File: src/rtl/sprite_ovf_pkg.sv
package sprite_ovf_pkg;
  localparam int unsigned H_W      = 9;
  localparam int unsigned IDX_W    = 7;
  localparam int unsigned MAX_SPR  = 32;
  localparam int unsigned MAX_TILE = 34;
  localparam logic [3:0]  VERSION  = 4'h1;

  typedef struct packed {
    logic time_ovf;
    logic range_ovf;
    logic master;
    logic rsvd;
    logic [3:0] version;
  } status_t;
endpackage

File: src/rtl/sprite_ovf_sat_cnt.sv
module sprite_ovf_sat_cnt #(
  parameter int unsigned MAX = 32,
  localparam int unsigned SAT = MAX + 1,
  localparam int unsigned W   = $clog2(MAX + 2)
) (
  input  logic         clk_i,
  input  logic         rst_ni,
  input  logic         clr_i,
  input  logic         inc_i,
  output logic [W-1:0] cnt_o
);
  logic [W-1:0] cnt_q;

  always_ff @(posedge clk_i or negedge rst_ni) begin
    if (!rst_ni)                       cnt_q <= '0;
    else if (clr_i)                    cnt_q <= inc_i ? W'(1) : '0;
    else if (inc_i && cnt_q != W'(SAT)) cnt_q <= cnt_q + W'(1);
  end

  assign cnt_o = cnt_q;

  // a saturated count holds until the line clears it
  a_r8_no_wrap: assert property (@(posedge clk_i) disable iff (!rst_ni)
    (cnt_o == W'(SAT) && !clr_i) |=> cnt_o == W'(SAT));
endmodule

File: src/rtl/sprite_ovf_range_pend.sv
module sprite_ovf_range_pend #(
  parameter int unsigned H_W   = 9,
  parameter int unsigned IDX_W = 7
) (
  input  logic             clk_i,
  input  logic             rst_ni,
  input  logic             line_start_i,
  input  logic             hit_i,
  input  logic [IDX_W-1:0] idx_i,
  input  logic [H_W-1:0]   h_cnt_i,
  output logic             fire_o
);
  localparam int unsigned PAD = H_W - IDX_W - 1;

  logic             pend_q;
  logic [IDX_W-1:0] idx_q;
  logic [H_W-1:0]   tgt_new, tgt_old;
  logic             fire_new, fire_old;

  assign tgt_new  = {{PAD{1'b0}}, idx_i, 1'b0};
  assign tgt_old  = {{PAD{1'b0}}, idx_q, 1'b0};
  assign fire_new = hit_i && (h_cnt_i == tgt_new);
  // a pending overflow is committed at its position or, at the latest, at the line change
  assign fire_old = pend_q && ((h_cnt_i == tgt_old) || line_start_i);
  assign fire_o   = fire_new || fire_old;

  always_ff @(posedge clk_i or negedge rst_ni) begin
    if (!rst_ni) begin
      pend_q <= 1'b0;
      idx_q  <= '0;
    end else if (fire_o || line_start_i) begin
      pend_q <= 1'b0;
    end else if (hit_i) begin
      pend_q <= 1'b1;
      idx_q  <= idx_i;
    end
  end

  // a pending overflow never survives a line change
  a_r4_pend_cleared: assert property (@(posedge clk_i) disable iff (!rst_ni)
    line_start_i |=> !pend_q);
endmodule

File: src/rtl/sprite_ovf_status.sv
module sprite_ovf_status
  import sprite_ovf_pkg::*;
#(
  parameter int unsigned HW     = H_W,
  parameter int unsigned IW     = IDX_W,
  parameter int unsigned SPR_TH = MAX_SPR,
  parameter int unsigned TIL_TH = MAX_TILE,
  parameter logic [3:0]  VER    = VERSION,
  localparam int unsigned SW    = $clog2(SPR_TH + 2),
  localparam int unsigned TW    = $clog2(TIL_TH + 2)
) (
  input  logic          clk_i,
  input  logic          rst_ni,
  input  logic [HW-1:0] h_cnt_i,
  input  logic [HW-1:0] v_cnt_i,
  input  logic          spr_hit_i,
  input  logic [IW-1:0] spr_idx_i,
  input  logic          tile_i,
  input  logic          vblank_end_i,
  input  logic          fblank_i,
  input  logic          master_i,
  output logic [7:0]    status_o
);
  logic [HW-1:0] v_q;
  logic          line_start;
  logic [SW-1:0] spr_cnt;
  logic [TW-1:0] tile_cnt;
  logic          range_hit, range_fire, time_fire, clr;
  logic          range_q, time_q;
  status_t       stat;

  always_ff @(posedge clk_i or negedge rst_ni) begin
    if (!rst_ni) v_q <= '0;
    else         v_q <= v_cnt_i;
  end
  assign line_start = (v_cnt_i != v_q);

  sprite_ovf_sat_cnt #(.MAX(SPR_TH)) u_spr_cnt (
    .clk_i (clk_i), .rst_ni(rst_ni), .clr_i(line_start),
    .inc_i (spr_hit_i), .cnt_o(spr_cnt)
  );

  sprite_ovf_sat_cnt #(.MAX(TIL_TH)) u_tile_cnt (
    .clk_i (clk_i), .rst_ni(rst_ni), .clr_i(line_start),
    .inc_i (tile_i), .cnt_o(tile_cnt)
  );

  // the pulse that takes the count past the threshold on the current line
  assign range_hit = spr_hit_i && !line_start && (spr_cnt == SW'(SPR_TH));

  sprite_ovf_range_pend #(.H_W(HW), .IDX_W(IW)) u_range_pend (
    .clk_i       (clk_i),
    .rst_ni      (rst_ni),
    .line_start_i(line_start),
    .hit_i       (range_hit),
    .idx_i       (spr_idx_i),
    .h_cnt_i     (h_cnt_i),
    .fire_o      (range_fire)
  );

  assign time_fire = line_start && (tile_cnt > TW'(TIL_TH));
  assign clr       = vblank_end_i && !fblank_i;

  // a set on the same edge as a clear takes priority
  always_ff @(posedge clk_i or negedge rst_ni) begin
    if (!rst_ni) begin
      range_q <= 1'b0;
      time_q  <= 1'b0;
    end else begin
      range_q <= range_fire | (range_q & ~clr);
      time_q  <= time_fire  | (time_q  & ~clr);
    end
  end

  always_comb begin
    stat.time_ovf  = time_q;
    stat.range_ovf = range_q;
    stat.master    = master_i;
    stat.rsvd      = 1'b0;
    stat.version   = VER;
  end
  assign status_o = stat;

  // forced blank protects both flags
  a_r3_fblank_hold_time: assert property (@(posedge clk_i) disable iff (!rst_ni)
    fblank_i |=> !$fell(time_q));
  a_r3_fblank_hold_range: assert property (@(posedge clk_i) disable iff (!rst_ni)
    fblank_i |=> !$fell(range_q));
  // nothing but the end-of-vblank pulse drops a flag
  a_r7_sticky_time: assert property (@(posedge clk_i) disable iff (!rst_ni)
    !vblank_end_i |=> !$fell(time_q));
  a_r7_sticky_range: assert property (@(posedge clk_i) disable iff (!rst_ni)
    !vblank_end_i |=> !$fell(range_q));
  // the range flag needs a full sprite count behind it
  a_r1_range_count: assert property (@(posedge clk_i) disable iff (!rst_ni)
    $rose(range_q) |-> $past(spr_cnt >= SW'(SPR_TH)));
  // the time flag rises only at a line change after an over-full line
  a_r2_time_count: assert property (@(posedge clk_i) disable iff (!rst_ni)
    $rose(time_q) |-> $past(line_start && tile_cnt > TW'(TIL_TH)));
endmodule

File: config.mk
export PLATFORM = sky130hd
export DESIGN_NAME = sprite_ovf_status
export DESIGN_NICKNAME = d
export VERILOG_FILES = /design/src/rtl/sprite_ovf_pkg.sv /design/src/rtl/sprite_ovf_sat_cnt.sv /design/src/rtl/sprite_ovf_range_pend.sv /design/src/rtl/sprite_ovf_status.sv
export SDC_FILE = /design/constraint.sdc
export NUM_CORES = 1
export LEC_CHECK = 0
export BUFFER_PORTS_ARGS = -buffer_cell sky130_fd_sc_hd__buf_2
export CAP_MARGIN = 20
export CORE_MARGIN = 2
export CORE_UTILIZATION = 30
export CTS_CLUSTER_SIZE = 30
export DETAILED_ROUTE_END_ITERATION = 6
export PLACE_DENSITY_LB_ADDON = 0.3
export SYNTH_ARGS = -nofsm -noshare
export SYNTH_HDL_FRONTEND = slang
export SYNTH_SLANG_ARGS = --single-unit
File: constraint.sdc
create_clock -name clk_i -period 2.42 [get_ports clk_i]
set_input_delay 0.363 -clock clk_i [delete_from_list [all_inputs] [get_ports clk_i]]
set_output_delay 0.363 -clock clk_i [all_outputs]
set_load 0.005 [all_outputs]
# Word-level counts from Yosys, hierarchy flattened
# Index checks and enable logic that the tools add are counted.
dict set report totals {
  ff_bits 31
  inputBits 32
  output_inout_bits 8
  wordCells 47
}
dict set report classes {
  add_sub_neg 2
  n_lt_le_gt_ge 1
  n_eq_ne 6
  mux 8
  bitwise 6
  reduce_logical 17
}
# op n
set ops {}
lappend ops {{2-to-1 mux 6 bit} 4}
lappend ops {{equality test 9 x 8 -> 1 bit} 2}
lappend ops {{adder 6 x 1 -> 6 bit (second input constant)} 2}
lappend ops {{!= test 6 bit (second input constant)} 2}
lappend ops {{!= test 9 bit} 1}
lappend ops {{logical AND 1 bit} 8}
lappend ops {{equality test 6 bit (second input constant)} 1}
lappend ops {{greater-than comparator 6 bit (second input constant)} 1}
lappend ops {{nonzero test 2 bit} 3}
lappend ops {{2-to-1 mux 1 bit} 4}
lappend ops {{logical OR 1 bit} 3}
lappend ops {{AND 1 bit} 2}
lappend ops {{zero test 1 bit} 2}
lappend ops {{NOT 1 bit} 2}
lappend ops {{OR 1 bit} 2}
lappend ops {{AND reduction 2 bit} 1}

# Logic depth before layout (Yosys ltp)
# Gate-level depths: netlist of the first run.
dict set report logic_depth {
  word_depth 9
  depth_mapped 6
  mapped_depth_nobuf 6
}

# Modules after synthesis
# Synthesis of the first run repeated with hierarchy kept, for this count alone.
dict set report hier_totals {
  hier_cells 159
  area_unflattened_um2 1715.4
}
# mod n_inst cells_per_inst area_each_um2 seq_area_each_um2
set by_module_without_submodules {}
lappend by_module_without_submodules {sprite_ovf_status 1 44 518.0 275.3}
lappend by_module_without_submodules {sprite_ovf_range_pend 1 43 501.7 200.2}
lappend by_module_without_submodules {{sprite_ovf_sat_cnt at u_tile_cnt} 1 35 351.6 150.1}
lappend by_module_without_submodules {{sprite_ovf_sat_cnt at u_spr_cnt} 1 37 344.1 150.1}

# Least setup slack after synthesis of the first run
# OpenSTA, ideal clock, no wires.
dict set report synth_path {
  path_kind {reg-to-reg}
  from {register v_q[5]}
  to {register u_range_pend.idx_q[0]}
  setup_time_ns 0.125
  t_arrival_ns 1.679
  required_ns 2.295
  slack_ns 0.616
  stages_incl_launch_ff 7
  path_buffers 1
  period_less_slack_ns 1.804
  cell_sequence {dfrtp_1 xor2_1 nor4_4 nand4_4 nand4bb_1 buf_6 mux2_4}
}
dict set report synth_via {
  elab_chain_len 9
  elab_cells_between_ends 11
  cone_classes {eq/ne: 1; bitwise: 1; reduce/logical: 9}
}
# element line
set synth_lines {}
lappend synth_lines {{start: declaration} sprite_ovf_status.sv:24} ;# logic [HW-1:0] v_q;
lappend synth_lines {{start signal: assignment} sprite_ovf_status.sv:34} ;# else v_q <= v_cnt_i;
lappend synth_lines {{!= test 9 bit *} sprite_ovf_status.sv:36} ;# assign line_start = (v_cnt_i != v_q);
lappend synth_lines {{zero test 1 bit} sprite_ovf_status.sv:49} ;# assign range_hit = spr_hit_i && !line_start && (spr_cnt == SW'(SPR_TH));
lappend synth_lines {{logical AND 1 bit (2 in series)} sprite_ovf_status.sv:49}
lappend synth_lines {{logical AND 1 bit} sprite_ovf_range_pend.sv:22} ;# assign fire_new = hit_i && (h_cnt_i == tgt_new);
lappend synth_lines {{logical OR 1 bit} sprite_ovf_range_pend.sv:25} ;# assign fire_o = fire_new || fire_old;
lappend synth_lines {{logical OR 1 bit} sprite_ovf_range_pend.sv:31} ;# end else if (fire_o || line_start_i) begin
lappend synth_lines {{NOT 1 bit (no line)} -}
lappend synth_lines {{AND reduction 2 bit (no line) *} -}
lappend synth_lines {{end signal: assignment} sprite_ovf_range_pend.sv:35} ;# idx_q <= idx_i;
lappend synth_lines {{end: declaration} sprite_ovf_range_pend.sv:16} ;# logic [IDX_W-1:0] idx_q;
# Every way passes the cells marked *; elsewhere a longest branch is shown, timed or not.
# A chain may end at the register's enable or synchronous reset.

# Worst setup path after layout of the first run
dict set report layout_path {
  from {register u_spr_cnt.cnt_q[3] (netlist: u_spr_cnt.cnt_o[3])}
  to {register u_range_pend.idx_q[1]}
}
dict set report layout_via {
  elab_chain_len 7
}
# element line
set layout_lines {}
lappend layout_lines {{start: declaration} sprite_ovf_sat_cnt.sv:12} ;# logic [W-1:0] cnt_q;
lappend layout_lines {{start signal: assignment} sprite_ovf_sat_cnt.sv:16} ;# else if (clr_i) cnt_q <= inc_i ? W'(1) : '0;
lappend layout_lines {{start signal: assignment} sprite_ovf_sat_cnt.sv:17} ;# else if (inc_i && cnt_q != W'(SAT)) cnt_q <= cnt_q + W'(1);
lappend layout_lines {{equality test 6 bit *} sprite_ovf_status.sv:49}
lappend layout_lines {{logical AND 1 bit *} sprite_ovf_status.sv:49}
lappend layout_lines {{logical AND 1 bit} sprite_ovf_range_pend.sv:22}
lappend layout_lines {{logical OR 1 bit} sprite_ovf_range_pend.sv:25}
lappend layout_lines {{logical OR 1 bit} sprite_ovf_range_pend.sv:31}
lappend layout_lines {{NOT 1 bit (no line)} -}
lappend layout_lines {{AND reduction 2 bit (no line) *} -}
# Marks and branches as above.

==> results of run 1 <==
## logic make-up (layout without fill, tap and decap cells)
kind of cell,Yosys count,after routing
other,2,5
buffers and inverters,16,47
xor gates and xnor gates,32,32
DFF,31,31
AOI/OAI and AO/OA,12,12
muxes,8,8
adders and majority gates,5,5
and+or+nand+nor,41,41
## state kept, by name (all words and copies together), names as in the netlist
signal,count
time_q,1
u_range_pend.idx_q,7
range_q,1
u_tile_cnt.cnt_o,6
u_spr_cnt.cnt_o,6
v_q,9
u_range_pend.pend_q,1
## worst paths after layout
| kind | startpoint | to | cells past startpoint |
|---|---|---|---|
| min in group clk_i | v_cnt_i[4] | v_q[4] | 1 |
| max in group asynchronous | rst_ni | u_spr_cnt.cnt_o[2] | 1 |
| hold / removal | rst_ni | v_q[5] | 1 |
| setup reg to reg | u_spr_cnt.cnt_o[3] | u_range_pend.idx_q[1] | 4 |
| hold reg to reg | time_q | time_q | 1 |
| setup / recovery | u_spr_cnt.cnt_o[3] | u_range_pend.idx_q[1] | 4 |
## metal layers
layer | vias to the layer above | global-route usage [%]
met5 | - | 0
met4 | 0 | 2.63
met3 | 5 | 3.10
met2 | 28 | 16.6
met1 | 533 | 13.2
li1 | 549 | -
## worst register-to-register path, delay by kind of cell, from the launching register on
family           cells  cell delay (ns)
multiplexers         1             0.41
flip-flops           1             0.42
AND/OR/NAND/NOR      3             1.14
## synthesized netlist by cell type (2+ instances only)
master                     count
sky130_fd_sc_hd__conb_1        2
sky130_fd_sc_hd__nand4_1       6
sky130_fd_sc_hd__o311ai_1      2
sky130_fd_sc_hd__o21ai_1       2
sky130_fd_sc_hd__inv_1         6
sky130_fd_sc_hd__nand2_1       5
sky130_fd_sc_hd__xnor2_1      13
sky130_fd_sc_hd__nor3_1        2
sky130_fd_sc_hd__o21ai_0       2
sky130_fd_sc_hd__dfrtp_1      31
sky130_fd_sc_hd__nor2_1       14
sky130_fd_sc_hd__buf_4         8
sky130_fd_sc_hd__xor2_1       19
sky130_fd_sc_hd__mux2_4        7
sky130_fd_sc_hd__a211oi_1      2
sky130_fd_sc_hd__ha_1          5
sky130_fd_sc_hd__nand3_1       3
sky130_fd_sc_hd__a21oi_1       2
## final cells by class
cell class / count / area (µm²) / area share, %
Sequential cell: 31 / 776 / 39.6
Inverter: 6 / 22.5 / 1.15
Timing Repair Buffer: 33 / 168 / 8.57
Multi-Input combinational cell: 103 / 812 / 41.5
Clock inverter: 3 / 20.0 / 1.02
Tap cell: 72 / 90.1 / 4.60
Clock buffer: 5 / 68.8 / 3.52
## timing repair
item / 4_1_cts / 5_1_grt
endpoints found under the setup margin: 0 / 1
resized for setup: 0 / 1
buffers inserted: 0 / 0
endpoints found under the hold margin: 0 / 0
## stage by stage
stage / power (mW) / instance area, µm² / util, % / instances / setup slack, ns
floorplan: 0.596 / 1680 / - / 150 / 0.616
global placement: 0.640 / 1860 / 34.3 / 245 / 0.197
detailed placement: 0.642 / 1860 / 34.3 / 245 / 0.169
CTS: 1.05 / 1950 / 35.9 / 253 / 0.158
global route: 1.09 / 1960 / 36.0 / 253 / 0.165
finish: 1.04 / 1960 / 36.0 / 253 / 0.342
## power breakdown
group / leakage [nW] / switching, mW / total [mW] / internal (mW)
clock network: 0.0402 / 0.207 / 0.407 / 0.200
logic: 0.440 / 0.0535 / 0.0961 / 0.0425
registers: 0.408 / 0.00559 / 0.533 / 0.527
total: 0.888 / 0.266 / 1.04 / 0.770
==> flow_summary.toml, run 1 <==
[status]
status = "finished, final reports clean"

[finish]
commonest_cells_after_routing_fill_and_taps_aside = "sky130_fd_sc_hd__buf_2, sky130_fd_sc_hd__dfrtp_1, sky130_fd_sc_hd__xor2_1"
finish.net_count = 217
post_route_cells_drive_above_1_share_pct = 28.7
layout.cells.most_common = "sky130_fd_sc_hd__buf_2"
final.fill_count = 561
synthToLayoutAreaGrowth_pct = 17.2
n_antenna_cell = 0

[worst_setup_path]
crit_path_cells = "nor4b_2 > nand3_1 > nand4bb_2 > mux2_4"
worstSetupStartpointType = "flip-flop"
critical_path_rt_ns = 2.59
cpPeakStageDelay_ns = 0.50
worst-endpoint-arrival_ns = 2.25
worst-setup-path-type = "reg2reg"
critical_path_peak_fanout = 7
setup.worst_path.end_class = "flip-flop"
critical_path.slowest_cell = "sky130_fd_sc_hd__nand4bb_2"
regToRegSetupSlack_ns = 0.34
critical_path.top_delay_family = "simple AND/OR/NAND/NOR gates"
cp_num_buf_inv = 0

[synth]
netlist.top_cell.by_area = "sky130_fd_sc_hd__dfrtp_1"
synth_enable_flop_cells = 0
yosysUniqueCellTypes = 34
async_flop_share_pct = 100
synth_ff_type = "sky130_fd_sc_hd__dfrtp_1"
yosysWarningCount = 0
ff_latch_count_synth = 31
synth_top_area_share_pct = 46.5
synth_area_per_cell_um2 = 11.4
synth_xor_area_share_pct = 16.8
post_synth_instance_area_mm2 = 0.00167
synth_simple_gate_area_share_pct = 15.1
synth_area_in_compound_gates_pct = 4.72
synth_top_family_by_area = "XOR/XNOR gates"
synth.yosys.seq_area_share_pct = 46.5
synthesis.instances = 147
synth-adder-area-share_pct = 3.75
muxShareOfSynthArea_pct = 6.90
netlist_top_cells_area = "sky130_fd_sc_hd__dfrtp_1, sky130_fd_sc_hd__xor2_1, sky130_fd_sc_hd__xnor2_1"

[detailed_routing]
top_signal_layer_used = "met4"
route.detailed.drc = 0
detail_route.vias_per_cell = 4.41
wl_met1_um = 1360
wire_per_inst_um = 11.2
antenna_left = 0
drt-pass1-iter-count = 4
vias = 1115
dr_wl_met2_um = 1300
detailroute.wirelength.met3_um = 143
wirelength_um = 2840
first_iter_violations = 66

[cts]
clockBufferDepth = 2
cts_tree = "done"
clock_latency_ns = 0.28
clock_tree.htree_level_count = 2
clkSinkCount = 31
cts.root.buffer_cell = "sky130_fd_sc_hd__clkbuf_8"
hold_buf_count_cts = 0
cts.reportedPaths.clkPinSlew_ns = 0.07
numCtsBuffers = 5

[place]
buffers_on_ports = 32
gp_congestion = 0.711
hpwl_um = 2150

[power]
powerDensity_mw_per_mm2 = 529
static_leakage_power_nw = 0.888
vdd.ir_drop.worst_mv = 0.398

[global_routing]
number_of_global_route_vias_before_repair = 1157
groute.usage.overall_pct = 10.2
grt_pass1_wl_um = 5020
globalRoute.totalOverflow = 0
antenna_found_initial = 0
grt_max_degree = 32

[timing]
fmaxAchievable_mhz = 481
report.final.slew_viol_count = 0
hold-worst-slack_ns = 0.129
skew_ns = 0.00540
hold_viol = 0
crit_share_post_route_pct = 85.9
rsz0062_at_grt = "false"
slew-limit-headroom_pct = 52.0
finalSetupViolCount = 0
transition_time_of_the_tightest_slew_check_pin_ns = 0.720
final.setup.tns_ns = 0
period_needed_ns = 2.08

[flow_run]
cap_violations = 0

[floorplan]
floorplan.die.height_um = 78.6
dieArea_mm2 = 0.00618
initial_utilization_pct = 30.7
io-pin-count = 40
design.core.area_mm2 = 0.00544
dieWidth_um = 78.6
fp-row-count = 27

[min_path]
hp-class = "in2async"
No activity file was read; power rests on OpenSTA's default activity.
==> inputs of run 2 (changes only) <==
--- a/config.mk
+++ b/config.mk
@@ -5,12 +5,12 @@
 export SDC_FILE = /design/constraint.sdc
 export NUM_CORES = 1
 export LEC_CHECK = 0
-export BUFFER_PORTS_ARGS = -buffer_cell sky130_fd_sc_hd__buf_2
 export CAP_MARGIN = 20
 export CORE_MARGIN = 2
 export CORE_UTILIZATION = 30
 export CTS_CLUSTER_SIZE = 30
 export DETAILED_ROUTE_END_ITERATION = 6
+export DONT_BUFFER_PORTS = 1
 export PLACE_DENSITY_LB_ADDON = 0.3
 export SYNTH_ARGS = -nofsm -noshare
 export SYNTH_HDL_FRONTEND = slang
==> run 2 against run 1 <==
Effect of this change:
- cell area is 6.9% lower
- clock power is 6.4% lower
- core utilization is 2.5 points lower
- cell count is 11% lower
- critical endpoint is now u_range_pend.idx_q[4]
- largest cell class unchanged
- highest routed layer unchanged
==> flow_summary.toml, run 2 (synthesized netlist as in run 1, its figures left out) <==
[floorplan]
dieWidth_um = 78.6
design.core.area_mm2 = 0.00544
fp-row-count = 27
floorplan.die.height_um = 78.6
io-pin-count = 40
initial_utilization_pct = 30.7
dieArea_mm2 = 0.00618

[finish]
layout.cells.most_common = "sky130_fd_sc_hd__dfrtp_1"
n_antenna_cell = 0
fin_cells = 224
max_flop_register = "v_q"
number_of_flip_flops_in_the_largest_register = 9
post_route_cells_drive_above_1_share_pct = 12.5
synthToLayoutAreaGrowth_pct = 9.15
commonest_cells_after_routing_fill_and_taps_aside = "sky130_fd_sc_hd__dfrtp_1, sky130_fd_sc_hd__xor2_1, sky130_fd_sc_hd__nor2_1"
reg_top3 = "v_q x9, u_range_pend.idx_q x7"
finish.net_count = 188

[detailed_routing]
antenna_left = 0
route.detailed.drc = 0
vias = 1002
first_iter_violations = 41
wire_per_inst_um = 12.2
detail_route.vias_per_cell = 4.47
wirelength_um = 2740
drt-pass1-iter-count = 4

[cts]
clockBufferDepth = 2
clkSinkCount = 31
cts_tree = "done"
clock_tree.htree_level_count = 2
numCtsBuffers = 5
postCtsSetupRepairBufs = 0
clock_latency_ns = 0.27
cts.root.buffer_cell = "sky130_fd_sc_hd__clkbuf_8"
cts.reportedPaths.clkPinSlew_ns = 0.06

[power]
powerDensity_mw_per_mm2 = 539
vdd.ir_drop.worst_mv = 0.275
net-switching-power_uw = 222
intPower_uw = 760
comb_power_share_pct = 6.9
static_leakage_power_nw = 0.779
pwr-share-seq_pct = 54.3
clock_network_fraction_of_design_power_pct = 38.8
power.switching_fraction_pct = 22.6

[worst_setup_path]
worst-endpoint-arrival_ns = 2.09
critical_path_rt_ns = 2.58
worst-setup-path-type = "reg2reg"
critical_path.slowest_cell = "sky130_fd_sc_hd__nor4b_2"
worstSetupStartpointType = "flip-flop"
setup.worst_path.end_class = "flip-flop"
critical_path_peak_fanout = 7
crit_path_cells = "nor4b_2 > nand3_1 > nand4bb_1 > buf_4 > mux2_4"
cpPeakStageDelay_ns = 0.46

[global_routing]
groute.usage.overall_pct = 9.79
antenna_found_initial = 0
globalRoute.totalOverflow = 0
grt_max_degree = 32
grt_pass1_wl_um = 4800
number_of_global_route_vias_before_repair = 1099

[place]
placedCellCount = 214
gp_congestion = 0.778
hpwl_um = 2070
buffers_on_ports = 0

[timing]
final.setup.tns_ns = 0
period_needed_ns = 1.93
report.final.slew_viol_count = 0
fmaxAchievable_mhz = 519
crit_share_post_route_pct = 79.6
finalSetupViolCount = 0
skew_ns = 0.00620
rsz0062_at_grt = "false"
hold_viol = 0

[status]
status = "finished, final reports clean"

[flow_run]
cap_violations = 0

[min_path]
hp-class = "in2reg"
[run 2: cell types whose count changed in the layout (fill, tap and decap cells not counted), sizes merged]
cell         before  now
dlygate4sd3       0    1
clkinvlp          2    0
buf              33    3
clkbuf            5    7
[run 2: power groups by stage]
stage          clock, mW  combinational [mW]  sequential, mW
2_1_floorplan          0              0.0540           0.542
3_5_place_dp           0              0.0530           0.543
3_3_place_gp           0              0.0512           0.543
6_report           0.381              0.0676           0.533
5_1_grt            0.417              0.0770           0.534
4_1_cts            0.397              0.0694           0.533
[run 2: timing repair]
action | 4_1_cts | 5_1_grt
endpoints found under the hold margin | 31 | 0
hold buffers | 2 | 0
resized for setup | 0 | 0
[run 2: worst paths after layout]
kind / start / to / slack, ns / depth (start not counted)
worst min register to register: u_range_pend.pend_q / range_q / 0.50 / 2
max in group asynchronous: rst_ni / u_range_pend.idx_q[4] / 1.70 / 2
worst min-delay path: v_cnt_i[2] / v_q[2] / 0.11 / 0
worst max register to register: u_spr_cnt.cnt_o[3] / u_range_pend.idx_q[4] / 0.49 / 5
min in group asynchronous: rst_ni / range_q / 0.55 / 2
worst max-delay path: u_spr_cnt.cnt_o[3] / u_range_pend.idx_q[4] / 0.49 / 5
[run 2: final cells by class]
type	count	area (µm²)
fill	552	3620
multi-input combinational	103	807
sequential	31	776
tap	72	90.1
clock buffer	7	76.3
timing repair buffer	4	45.0
inverter	6	22.5
clock inverter	1	5.00
[run 2: per-layer routing]
metal	track usage [%]	up-vias	routed length (µm)
li1	-	489	-
met1	12.2	476	1230
met2	15.5	33	1270
met3	3.91	4	207
met4	3.16	0	32
met5	0	-	0
[run 2: critical path: cells and delay by family, from the launching register on]
kind,cells,cell delay (ns)
buffers and inverters,1,0.19
flip-flops,1,0.42
multiplexers,1,0.30
AND/OR/NAND/NOR,3,0.90
[run 2: per-stage QoR]
stage	worst slack, ns	utilization [%]	power, mW	cell area [µm²]	hold slack, ns
after floorplan	0.616	-	0.596	1680	0.0674
after global placement	0.559	31.4	0.594	1710	0.0680
after detailed placement	0.519	31.4	0.596	1710	0.0681
after CTS	0.492	33.5	0.999	1820	0.102
after global routing	0.334	33.5	1.03	1820	0.0913
final	0.493	33.5	0.982	1820	0.113
==> inputs of run 3 (changes only) <==
==> constraint.sdc (replaced) <==
create_clock -name clk_i -period 1.8 [get_ports clk_i]
set_input_delay 0.27 -clock clk_i [delete_from_list [all_inputs] [get_ports clk_i]]
set_output_delay 0.27 -clock clk_i [all_outputs]
set_load 0.005 [all_outputs]
==> run 3 against run 2 <==
Effect of this change:
- worst setup slack lost 0.49 ns
- power up 38%
- via count is 6.8% higher
- fmax rose by 7.4%
- critical path type unchanged
==> flow_summary.toml, run 3 (synthesized netlist as in run 1, its figures left out) <==
[floorplan]
dieWidth_um = 78.6
io-pin-count = 40
fp-row-count = 27
dieArea_mm2 = 0.00618
design.core.area_mm2 = 0.00544
initial_utilization_pct = 30.7
floorplan.die.height_um = 78.6

[finish]
finish.net_count = 205
synthToLayoutAreaGrowth_pct = 20.9
post_route_cells_drive_above_1_share_pct = 18.3
number_of_flip_flops_in_the_largest_register = 9
reg_top3 = "v_q x9, u_range_pend.idx_q x7"
max_flop_register = "v_q"
n_antenna_cell = 0
layout.cells.most_common = "sky130_fd_sc_hd__dfrtp_1"
fin_cells = 241
commonest_cells_after_routing_fill_and_taps_aside = "sky130_fd_sc_hd__dfrtp_1, sky130_fd_sc_hd__xor2_1, sky130_fd_sc_hd__nor2_1"
stdcell_area_mm2 = 0.00202

[cts]
clock_tree.htree_level_count = 2
clockBufferDepth = 2
clkSinkCount = 31
clock_latency_ns = 0.28
numCtsBuffers = 5
cts.root.buffer_cell = "sky130_fd_sc_hd__clkbuf_8"
cts.reportedPaths.clkPinSlew_ns = 0.06
cts_tree = "done"

[detailed_routing]
route.detailed.drc = 0
wirelength_um = 3200
drt-pass1-iter-count = 3
first_iter_violations = 38
vias = 1070
detail_route.vias_per_cell = 4.44
wire_per_inst_um = 13.3
antenna_left = 0

[timing]
finalSetupViolCount = 0
crit_share_post_route_pct = 99.7
hold_viol = 0
period_needed_ns = 1.79
final_setup_slack_of_the_worst_path_ns = 0.00595
hold-worst-slack_ns = 0.119
report.final.slew_viol_count = 0
skew_ns = 0.00461
fmaxAchievable_mhz = 557
rsz0062_at_grt = "true"

[global_routing]
number_of_global_route_vias_before_repair = 1182
grt_max_degree = 32
groute.usage.overall_pct = 10.8
antenna_found_initial = 0
grt_pass1_wl_um = 5240
grtUsageMet3_pct = 3.45
globalRouteMet1Util_pct = 13.3
globalRoute.totalOverflow = 0
globalRoute.busiestLayer = "met2"
global_route.usage.met2_pct = 17.7

[min_path]
hp-class = "in2reg"
worst_hold_startpoint = "spr_hit_i"

[worst_setup_path]
worst-setup-path-type = "reg2reg"
worst-endpoint-arrival_ns = 1.96
critical_path.top_delay_family = "simple AND/OR/NAND/NOR gates"
critical_path.slowest_cell = "sky130_fd_sc_hd__or3b_4"
regToRegSetupSlack_ns = 0.006
setup.worst_path.end_class = "flip-flop"
crit_path_cells = "xnor2_1 > and4_1 > or3b_4 > nand4bb_4 > buf_12 > mux2_4"
crit_path_start = "u_range_pend.idx_q[5]"
timing.rr.end = "u_range_pend.idx_q[0]"
critical_path_rt_ns = 1.96
cpPeakStageDelay_ns = 0.40
r2r_start = "u_range_pend.idx_q[5]"
worstSetupStartpointType = "flip-flop"
crit_cells = 6
reg2reg_depth = 6
timing.critical_path.to = "u_range_pend.idx_q[0]"
cp_num_buf_inv = 1
critical_path_peak_fanout = 7

[flow_run]
cap_violations = 0

[place]
postPlaceCellArea_mm2 = 0.00178
placedCellCount = 220
post-place-ws_ns = -0.0403
gp_congestion = 0.674
hpwl_um = 2300
buffers_on_ports = 0

[status]
status = "finished, final reports clean"

[power]
powerDensity_mw_per_mm2 = 671
post-layout-total-power_mw = 1.35
vdd.ir_drop.worst_mv = 0.444
static_leakage_power_nw = 0.879
run 3: changes by cell type in the layout (fill, tap and decap cells not counted), sizes merged:
cell         delta
dlygate4sd3     +9
buf             +8
run 3: metrics by stage:
| stage | TNS (ns) | utilization [%] |
|---|---|---|
| 2_1_floorplan | 0 | - |
| 3_3_place_gp | -0.159 | 32.6 |
| 3_5_place_dp | -0.249 | 32.6 |
| 4_1_cts | -0.0121 | 35.2 |
| 5_1_grt | -0.550 | 37.1 |
| 6_report | 0 | 37.1 |
run 3: timing repair:
item	4_1_cts	5_1_grt
pin swaps	5	2
resized for setup	2	1
setup endpoints to repair	7	7
buffers inserted	1	1
endpoints found under the hold margin	31	9
hold buffers	2	9
run 3: worst register-to-register path: cells and delay by family (launching register included):
| family | cells | cell delay, ns |
|---|---|---|
| muxes | 1 | 0.30 |
| and+or+nand+nor | 3 | 0.72 |
| DFF | 1 | 0.39 |
| buffers and inverters | 1 | 0.14 |
| xor gates and xnor gates | 1 | 0.13 |
run 3: worst min path at each step:
stage	endpoint	slack, ns	depth (start not counted)
after floorplan	range_q	-0.03	0
after global placement	v_q[7]	-0.02	0
after detailed placement	v_q[8]	-0.03	0
after CTS	v_q[0]	0.007	0
after global routing	u_spr_cnt.cnt_o[0]	0.11	1
final	u_spr_cnt.cnt_o[0]	0.12	1
run 3: power breakdown:
group	leakage [nW]	internal [mW]	total [mW]	switching (mW)
clock	0.0422	0.271	0.523	0.252
sequential	0.408	0.710	0.718	0.00853
combinational	0.429	0.0574	0.113	0.0551
run 3: final cells by class:
cell class / instances / area, µm²
multi-input cells: 103 / 841
inverters: 6 / 22.5
clock inverters: 1 / 5.00
clock buffers: 7 / 76.3
fillers: 534 / 3420
well taps: 72 / 90.1
repair buffers: 21 / 208
flip-flops and latches: 31 / 776
run 3: metal layers:
metal	part of all wire, %	up-vias
met2	50	24
met4	1.1	0
met3	5.2	4
met5	0	-
li1	-	523
met1	44	519
